===== src/rtl/ingress_policer.sv =====
module ingress_policer #(
  parameter int NPRI      = 4,
  parameter int LENW      = 11,
  parameter int CW        = 16,
  parameter int STEP_LO   = 8,
  parameter int STEP_HI   = 125,
  parameter int MAX_BURST = 1536
) (
  input  logic                      clk,
  input  logic                      rst_n,
  input  logic                      tick,
  input  logic                      link_10m,
  input  logic [NPRI*7-1:0]         rate_code,
  input  logic [1:0]                len_mode,
  input  logic [1:0]                class_sel,
  input  logic                      sof_valid,
  input  logic [$clog2(NPRI)-1:0]   sof_pri,
  input  logic [1:0]                sof_class,
  input  logic                      eof_valid,
  input  logic [LENW-1:0]           eof_len,
  output logic                      drop_valid,
  output logic                      drop
);
  localparam int PW = $clog2(NPRI);
  localparam int SW = CW + 1;
  localparam logic signed [SW-1:0] CAP = SW'(MAX_BURST);

  logic signed [CW-1:0] credit [NPRI];
  logic [NPRI-1:0]      unl;
  logic [CW-1:0]        fill [NPRI];
  logic                 charge_q;
  logic [PW-1:0]        charge_pri;
  logic [4:0]           pad;
  logic [LENW:0]        charged;
  logic                 class_hit, metered, deny;

  always_comb begin
    case (len_mode)
      2'd0:    pad = 5'd0;
      2'd1:    pad = 5'd8;
      2'd2:    pad = 5'd12;
      default: pad = 5'd20;
    endcase
  end

  assign charged   = (LENW+1)'(eof_len) + (LENW+1)'(pad);
  assign class_hit = (class_sel == 2'd0) || (sof_class == class_sel);
  assign metered   = sof_valid && class_hit && !unl[sof_pri];
  assign deny      = metered && (credit[sof_pri] <= 0);

  for (genvar g = 0; g < NPRI; g++) begin : g_pri
    logic [6:0]           code;
    logic signed [SW-1:0] nxt;
    assign code   = rate_code[g*7 +: 7];
    assign unl[g] = (code == 7'd0) || (code > 7'd115) || (link_10m && code > 7'd25);
    assign fill[g] = unl[g] ? '0 :
                     (code < 7'd16) ? CW'(code) * CW'(STEP_LO)
                                    : CW'(code - 7'd15) * CW'(STEP_HI);
    always_comb begin
      nxt = {credit[g][CW-1], credit[g]};
      if (tick) nxt = nxt + $signed({1'b0, fill[g]});
      if (eof_valid && charge_q && charge_pri == PW'(g))
        nxt = nxt - $signed(SW'(charged));
      if (nxt > CAP) nxt = CAP;
    end
    always_ff @(posedge clk) begin
      if (!rst_n) credit[g] <= CW'(MAX_BURST);
      else        credit[g] <= CW'(nxt);
    end

    a_r6_cap: assert property (@(posedge clk) disable iff (!rst_n)
      credit[g] <= $signed(CW'(MAX_BURST)));
    a_r5_idle_hold: assert property (@(posedge clk) disable iff (!rst_n)
      !tick && !(eof_valid && charge_q && charge_pri == PW'(g)) |=> $stable(credit[g]));
  end

  always_ff @(posedge clk) begin
    if (!rst_n) begin
      drop_valid <= 1'b0;
      drop       <= 1'b0;
      charge_q   <= 1'b0;
      charge_pri <= '0;
    end else begin
      drop_valid <= sof_valid;
      drop       <= deny;
      if (sof_valid) begin
        charge_q   <= metered && !deny;
        charge_pri <= sof_pri;
      end else if (eof_valid) begin
        charge_q <= 1'b0;
      end
    end
  end

  a_r7_decision_follows_sof: assert property (@(posedge clk) disable iff (!rst_n)
    sof_valid |=> drop_valid);
  a_r7_no_spurious: assert property (@(posedge clk) disable iff (!rst_n)
    !sof_valid |=> !drop_valid && !drop);
  a_r10_unmetered_pass: assert property (@(posedge clk) disable iff (!rst_n)
    sof_valid && !class_hit |=> !drop);
  a_r3_unlimited_pass: assert property (@(posedge clk) disable iff (!rst_n)
    sof_valid && unl[sof_pri] |=> !drop);
  a_r8_dropped_not_charged: assert property (@(posedge clk) disable iff (!rst_n)
    drop_valid && drop |-> !charge_q);
endmodule


===== config.mk =====
export PLATFORM = sky130hd
export DESIGN_NAME = ingress_policer
export DESIGN_NICKNAME = d
export VERILOG_FILES = /design/src/rtl/ingress_policer.sv
export SDC_FILE = /design/constraint.sdc
export NUM_CORES = 1
export LEC_CHECK = 0
export ABC_AREA = 1
export BUFFER_PORTS_ARGS = -buffer_cell sky130_fd_sc_hd__buf_4
export CAP_MARGIN = 30
export CORE_MARGIN = 2
export CORE_UTILIZATION = 60
export CTS_BUF_LIST = sky130_fd_sc_hd__clkbuf_16
export CTS_CLUSTER_SIZE = 10
export DETAILED_ROUTE_END_ITERATION = 12
export GPL_TIMING_DRIVEN = 1
export PLACE_DENSITY_LB_ADDON = 0.2
export SYNTH_ARGS = -nofsm -noshare
export SYNTH_HDL_FRONTEND = slang
export SYNTH_SLANG_ARGS = --single-unit

===== constraint.sdc =====
create_clock -name clk -period 8.3 [get_ports clk]
set_clock_uncertainty 0.1 [all_clocks]
set_input_delay 0.415 -clock clk [delete_from_list [all_inputs] [get_ports clk]]
set_output_delay 0.415 -clock clk [all_outputs]
set_load 0.1 [all_outputs]

==> Yosys cells after proc, flatten, opt, wreduce, memory -nomap -nowiden <==
Memories as Yosys holds them, arrays and structs flattened.
Index checks and enable logic that the tools add are counted.
{ "totals": {"ff_bits": 5, "ram_bits": 64, "in_bits": 53, "output_inout_bits": 2, "elab_cells": 113, "mem_count": 1} }
{ "memory_table": {"columns": ["memory", "words", "word_bits", "read_ports", "rd_clocked_by_memory_dff", "wr", "line", "text"], "rows": [
  ["credit", 4, 16, 5, 0, 4, "28", "logic signed [CW-1:0] credit [NPRI];"]
]} }
{ "op_classes": {"add_sub_neg": 13, "n_mul": 4, "magnitude_cmp": 18, "eq_ne": 6, "n_mux": 31, "bitwise_logic": 4, "n_reduce_logical": 32} }
{ "op_table": {"columns": ["cell", "count"], "rows": [
  ["$mux 16", 16],
  ["$mux 17", 8],
  ["$add 16x17->17", 4],
  ["$gt 17x12->1 const B", 4],
  ["$sub 17x13->17", 4],
  ["$mul 8x8->16 const B", 4],
  ["$sub 7x4->8 const B", 4],
  ["$gt 7x5->1 const B", 4],
  ["$gt 7x7->1 const B", 4],
  ["$logic_not 7->1", 4],
  ["$lt 7x5->1 const B", 4],
  ["$le 16x1->1 const B", 1],
  ["$pmux 5 s3", 1],
  ["$logic_and 1x1->1", 13],
  ["$add 11x5->12", 1],
  ["$logic_or 1x1->1", 9],
  ["$eq 2x2->1 const B", 3],
  ["$logic_not 2->1", 3],
  ["$mux 1", 5],
  ["$eq 2x1->1 const B", 2],
  ["$or 1x1->1", 4],
  ["$lt 2x3->1 const B", 1],
  ["$bmux 1 s2", 1],
  ["$eq 2x2->1", 1],
  ["2 further kinds", 3]
]} }

==> Depth between registers and ports, before layout <==
{ "depth": {"ltp_word": 11, "mapped_depth": 53, "depth_no_buf": 51} }

==> Worst setup path before layout <==
No wires, ideal clock.
{ "synth_path": {"path_type": "in2reg", "startpoint": "input rate_code[23]", "endpoint": "memory credit[3][1]", "setup_ns": 0.121, "t_arrival_ns": 7.123, "required_ns": 8.079, "slack_ns": 0.956, "path_stages": 45, "n_path_buf": 2, "cell_sequence": "clkbuf_1 -> inv_1 -> nor2_1 -> inv_1 -> nor2_1 -> nor2_1 -> xor2_1 -> nand2_1 -> nand2_1 -> inv_1 -> ha_1 -> inv_1 -> fa_1 -> inv_1 -> fa_1 -> inv_1 -> fa_1 -> inv_1 -> [9 not listed] -> nor2_1 -> nor2_1 -> nand2_1 -> nand2_1 -> nand3_1 -> and2_1 -> ha_1 -> nand2_1 -> nor2_1 -> a211oi_1 -> nand2_1 -> nor2_1 -> nand3_1 -> xor2_1 -> nand2_1 -> nand2_2 -> buf_2 -> nor2_1"} }
{ "synth_rtl": {"columns": ["element", "line", "text"], "rows": [
  ["start, declared", "13", "input logic [NPRI*7-1:0] rate_code,"],
  ["end, declared", "28", null]
]} }

==> summary.txt <==
Outcome
  • Status: finished clean

Clocking
  • Max Root-Sink Buffers: 2
  • Clock-pin slew of the registers on the worst-case setup and hold paths: 0.06 ns
  • Post-CTS setup buffer count: 0
  • CTS tree: yes
  • Clk Latency, worst-skew pair: 0.35 ns
  • Clock tree sinks: 69
  • Root buffer cell: clkbuf_16
  • Number of buffers created by CTS: 9
  • H-tree Lvls: 3
  • Number of buffers inserted by hold repair at cts: 0
  • Number of resized instances in the post-cts repair step: 0

Synth
  • Cell area after synthesis: 17,600 sq um
  • Number of enable flip-flop cells after synthesis: 0
  • Post-synthesis sequential area ratio: 7.84%
  • Total of warnings raised by yosys: 0
  • Ys flop type: dfxtp_1
  • Async set or reset register ratio after synthesis: 0%
  • Synthesized instance count: 2,848
  • Synth Area per Inst: 6.19 sq um
  • Register bit count reported by yosys: 69
  • Distinct cell type count of the synthesized netlist: 49

Setup path
  • WP data arrival: 7.68 ns
  • Worst Setup Path Type: in -> reg
  • Setup crit start: rate_code[0]
  • Worst R2R Start: credit[0][0]
  • Delay of the slowest critical-path stage: 0.53 ns
  • Slowest stage cell, crit path: fa_1
  • Nature of the critical path endpoint: flop
  • Highest fanout seen on the critical path: 13
  • Required time at the endpoint of the critical path: 8.48 ns
  • Kind of launch point of the worst setup path: input port

STA
  • Normalized max-slew margin: 38.8%
  • Final setup fails: 0
  • Number of hold violations in the final report: 0
  • Achievable frequency: 133 MHz
  • Unrepaired setup endpoints after global routing: no
  • Share of the clock period used by the worst path: 90.3%
  • Worst Slack Setup Final: 0.804 ns
  • Post-route minimum period: 7.50 ns
  • Setup Total Neg Slack: 0 ns
  • Final max-slew violation count: 0
  • Transition time at the pin with the least slew margin: 0.912 ns

Power
  • Power Dens Cells: 329 nW/um^2
  • Cell leakage power: 10.7 nW
  • PnR Total Power: 0.00615 W
  • IR drop worst, VDD: 155 uV

Drt
  • Number of remaining DRC errors: 0
  • Total length of routed wires: 43.7 mm
  • Average detailed-routed wire length per instance: 13.3 microns
  • Vias per inst: 5.30
  • Pre-Repair DR Iteration Count: 7
  • Post-route ant nets: 0
  • Via count: 17,400
  • Iteration-0 DRC count of the detailed router: 1,039

Finish
  • Number of inserted diodes: 0
  • Fraction of layout cells with a size suffix above 1: 4.56%
  • Fillers: 2,713
  • Area of the multi-input gates: 13,800 sq um
  • Non-Filler Cell Area, Final: 18,700 sq um
  • Leading cell type in the layout, fill and taps excluded: nand2_1
  • Storage cell area: 1380 sq um
  • Post-route core utilization: 65.0%
  • Commonest cells after routing, fill and taps aside: nand2_1, inv_1, nor2_1
  • Area growth from synthesis to final layout: 6.12%
  • Post-layout nets: 3,309

Floorplan
  • Die width: 175 microns
  • Die height: 175 microns
  • Rows: 62
  • Starting density of the core: 61.2%
  • Die footprint: 30,800 sq um
  • Io pins: 55
  • Core Box Area: 28,800 sq um

Global routing
  • Sum of overflow across all layers after global routing: 0
  • Number of antenna violations at the first check in global routing: 0
  • First-pass GRT wire length: 73.6 mm
  • All-Layer GR Usage: 28.5%
  • Vias in the first global route: 16,700
  • Maximum number of pins on one net before global-route repair: 58

Min path
  • Hold_sp: sof_valid
  • Worst hold path class: in -> reg

Placement
  • Number of buffer cells added on primary ports: 54
  • Setup Slack @ Placement: 0.403 ns
  • Placer congestion estimate: 0.901
  • Estimated wirelength of the detail-placed design: 37.3 mm
  • Instance area at placement: 18,400 sq um

Run
  • Number of maximum-capacitance violations: 0
sequential cells by signal, summed over array words and instances (netlist names):
register and cells:
credit 64, drop_valid 1, charge_q 1, charge_pri 2, drop 1
report_power, final:
| group | internal, W | total [W] | switching [W] |
|---|---|---|---|
| clock | 0.000202 | 0.000363 | 0.000160 |
| combinational | 0.00199 | 0.00533 | 0.00334 |
| sequential | 0.000393 | 0.000457 | 0.0000639 |
synth_stat cells, drive strengths merged (11+ instances only):
cell / instances / area, sq um
a21oi: 142 / 711
a21o: 11 / 82.6
fa: 101 / 2020
and2: 13 / 81.3
o21a: 13 / 97.6
o211ai: 11 / 82.6
buf: 28 / 141
o21ai: 95 / 483
nand3b: 25 / 188
nand2: 690 / 2600
nand4: 36 / 225
or2: 31 / 194
nor3: 24 / 130
ha: 266 / 3330
xnor2: 32 / 280
xor2: 62 / 543
nor2: 297 / 1110
o21bai: 15 / 113
a211oi: 16 / 120
nand3: 218 / 1100
inv: 603 / 2260
dfxtp: 69 / 1380
nor4: 15 / 93.8
path summary, 6_finish.rpt:
path | end | slack [ns] | cells after the start
worst max-delay path | credit[0][6] | 0.80 | 39
worst max register to register | credit[0][6] | 4.30 | 25
worst min-delay path | charge_pri[0] | 0.21 | 2
worst min register to register | charge_q | 0.37 | 2
critical path: cells and delay by family:
kind | cells | cell delay [ns]
AOI/OAI and AO/OA | 6 | 0.91
and+or+nand+nor | 16 | 1.94
adders and majority gates | 8 | 3.26
buffers and inverters | 6 | 0.55
xor gates and xnor gates | 3 | 0.58
stage by stage:
step,std cells,hold slack [ns]
floorplan,2850,0.340
global placement,3262,0.355
detailed placement,3262,0.357
CTS,3278,0.189
global route,3278,0.211
finish,3278,0.213
logic make-up (layout without fill, tap and decap cells):
| group | count (synthesis) | count (layout) | share of synthesized area, % |
|---|---|---|---|
| flip-flops | 69 | 69 | 7.84 |
| XOR/XNOR | 94 | 94 | 4.67 |
| other | 1 | 3 | 0.0213 |
| AND/OR/NAND/NOR | 1353 | 1353 | 32.7 |
| adder cells (fa/ha/maj) | 367 | 367 | 30.4 |
| buffers and inverters | 638 | 682 | 13.8 |
| multiplexers | 4 | 4 | 0.227 |
| AO/OA/AOI/OAI | 322 | 322 | 10.4 |
per-layer routing:
metal	vias to the layer above	routed length [microns]	global-route usage, %
met5	-	0	0
met4	0	1150	8.89
met3	75	1500	1.97
met2	343	21400	52.0
met1	7898	19700	35.8
li1	9063	-	-
area by class of cell:
| cell class | instances | area share (%) |
|---|---|---|
| clock buffer | 9 | 1.20 |
| clock inverter | 7 | 0.281 |
| inverter | 605 | 12.1 |
| multi-input combinational | 2143 | 74.0 |
| sequential | 69 | 7.39 |
| tap | 384 | 2.57 |
| timing repair buffer | 61 | 2.45 |
No activity file was read; power rests on OpenSTA's default activity.
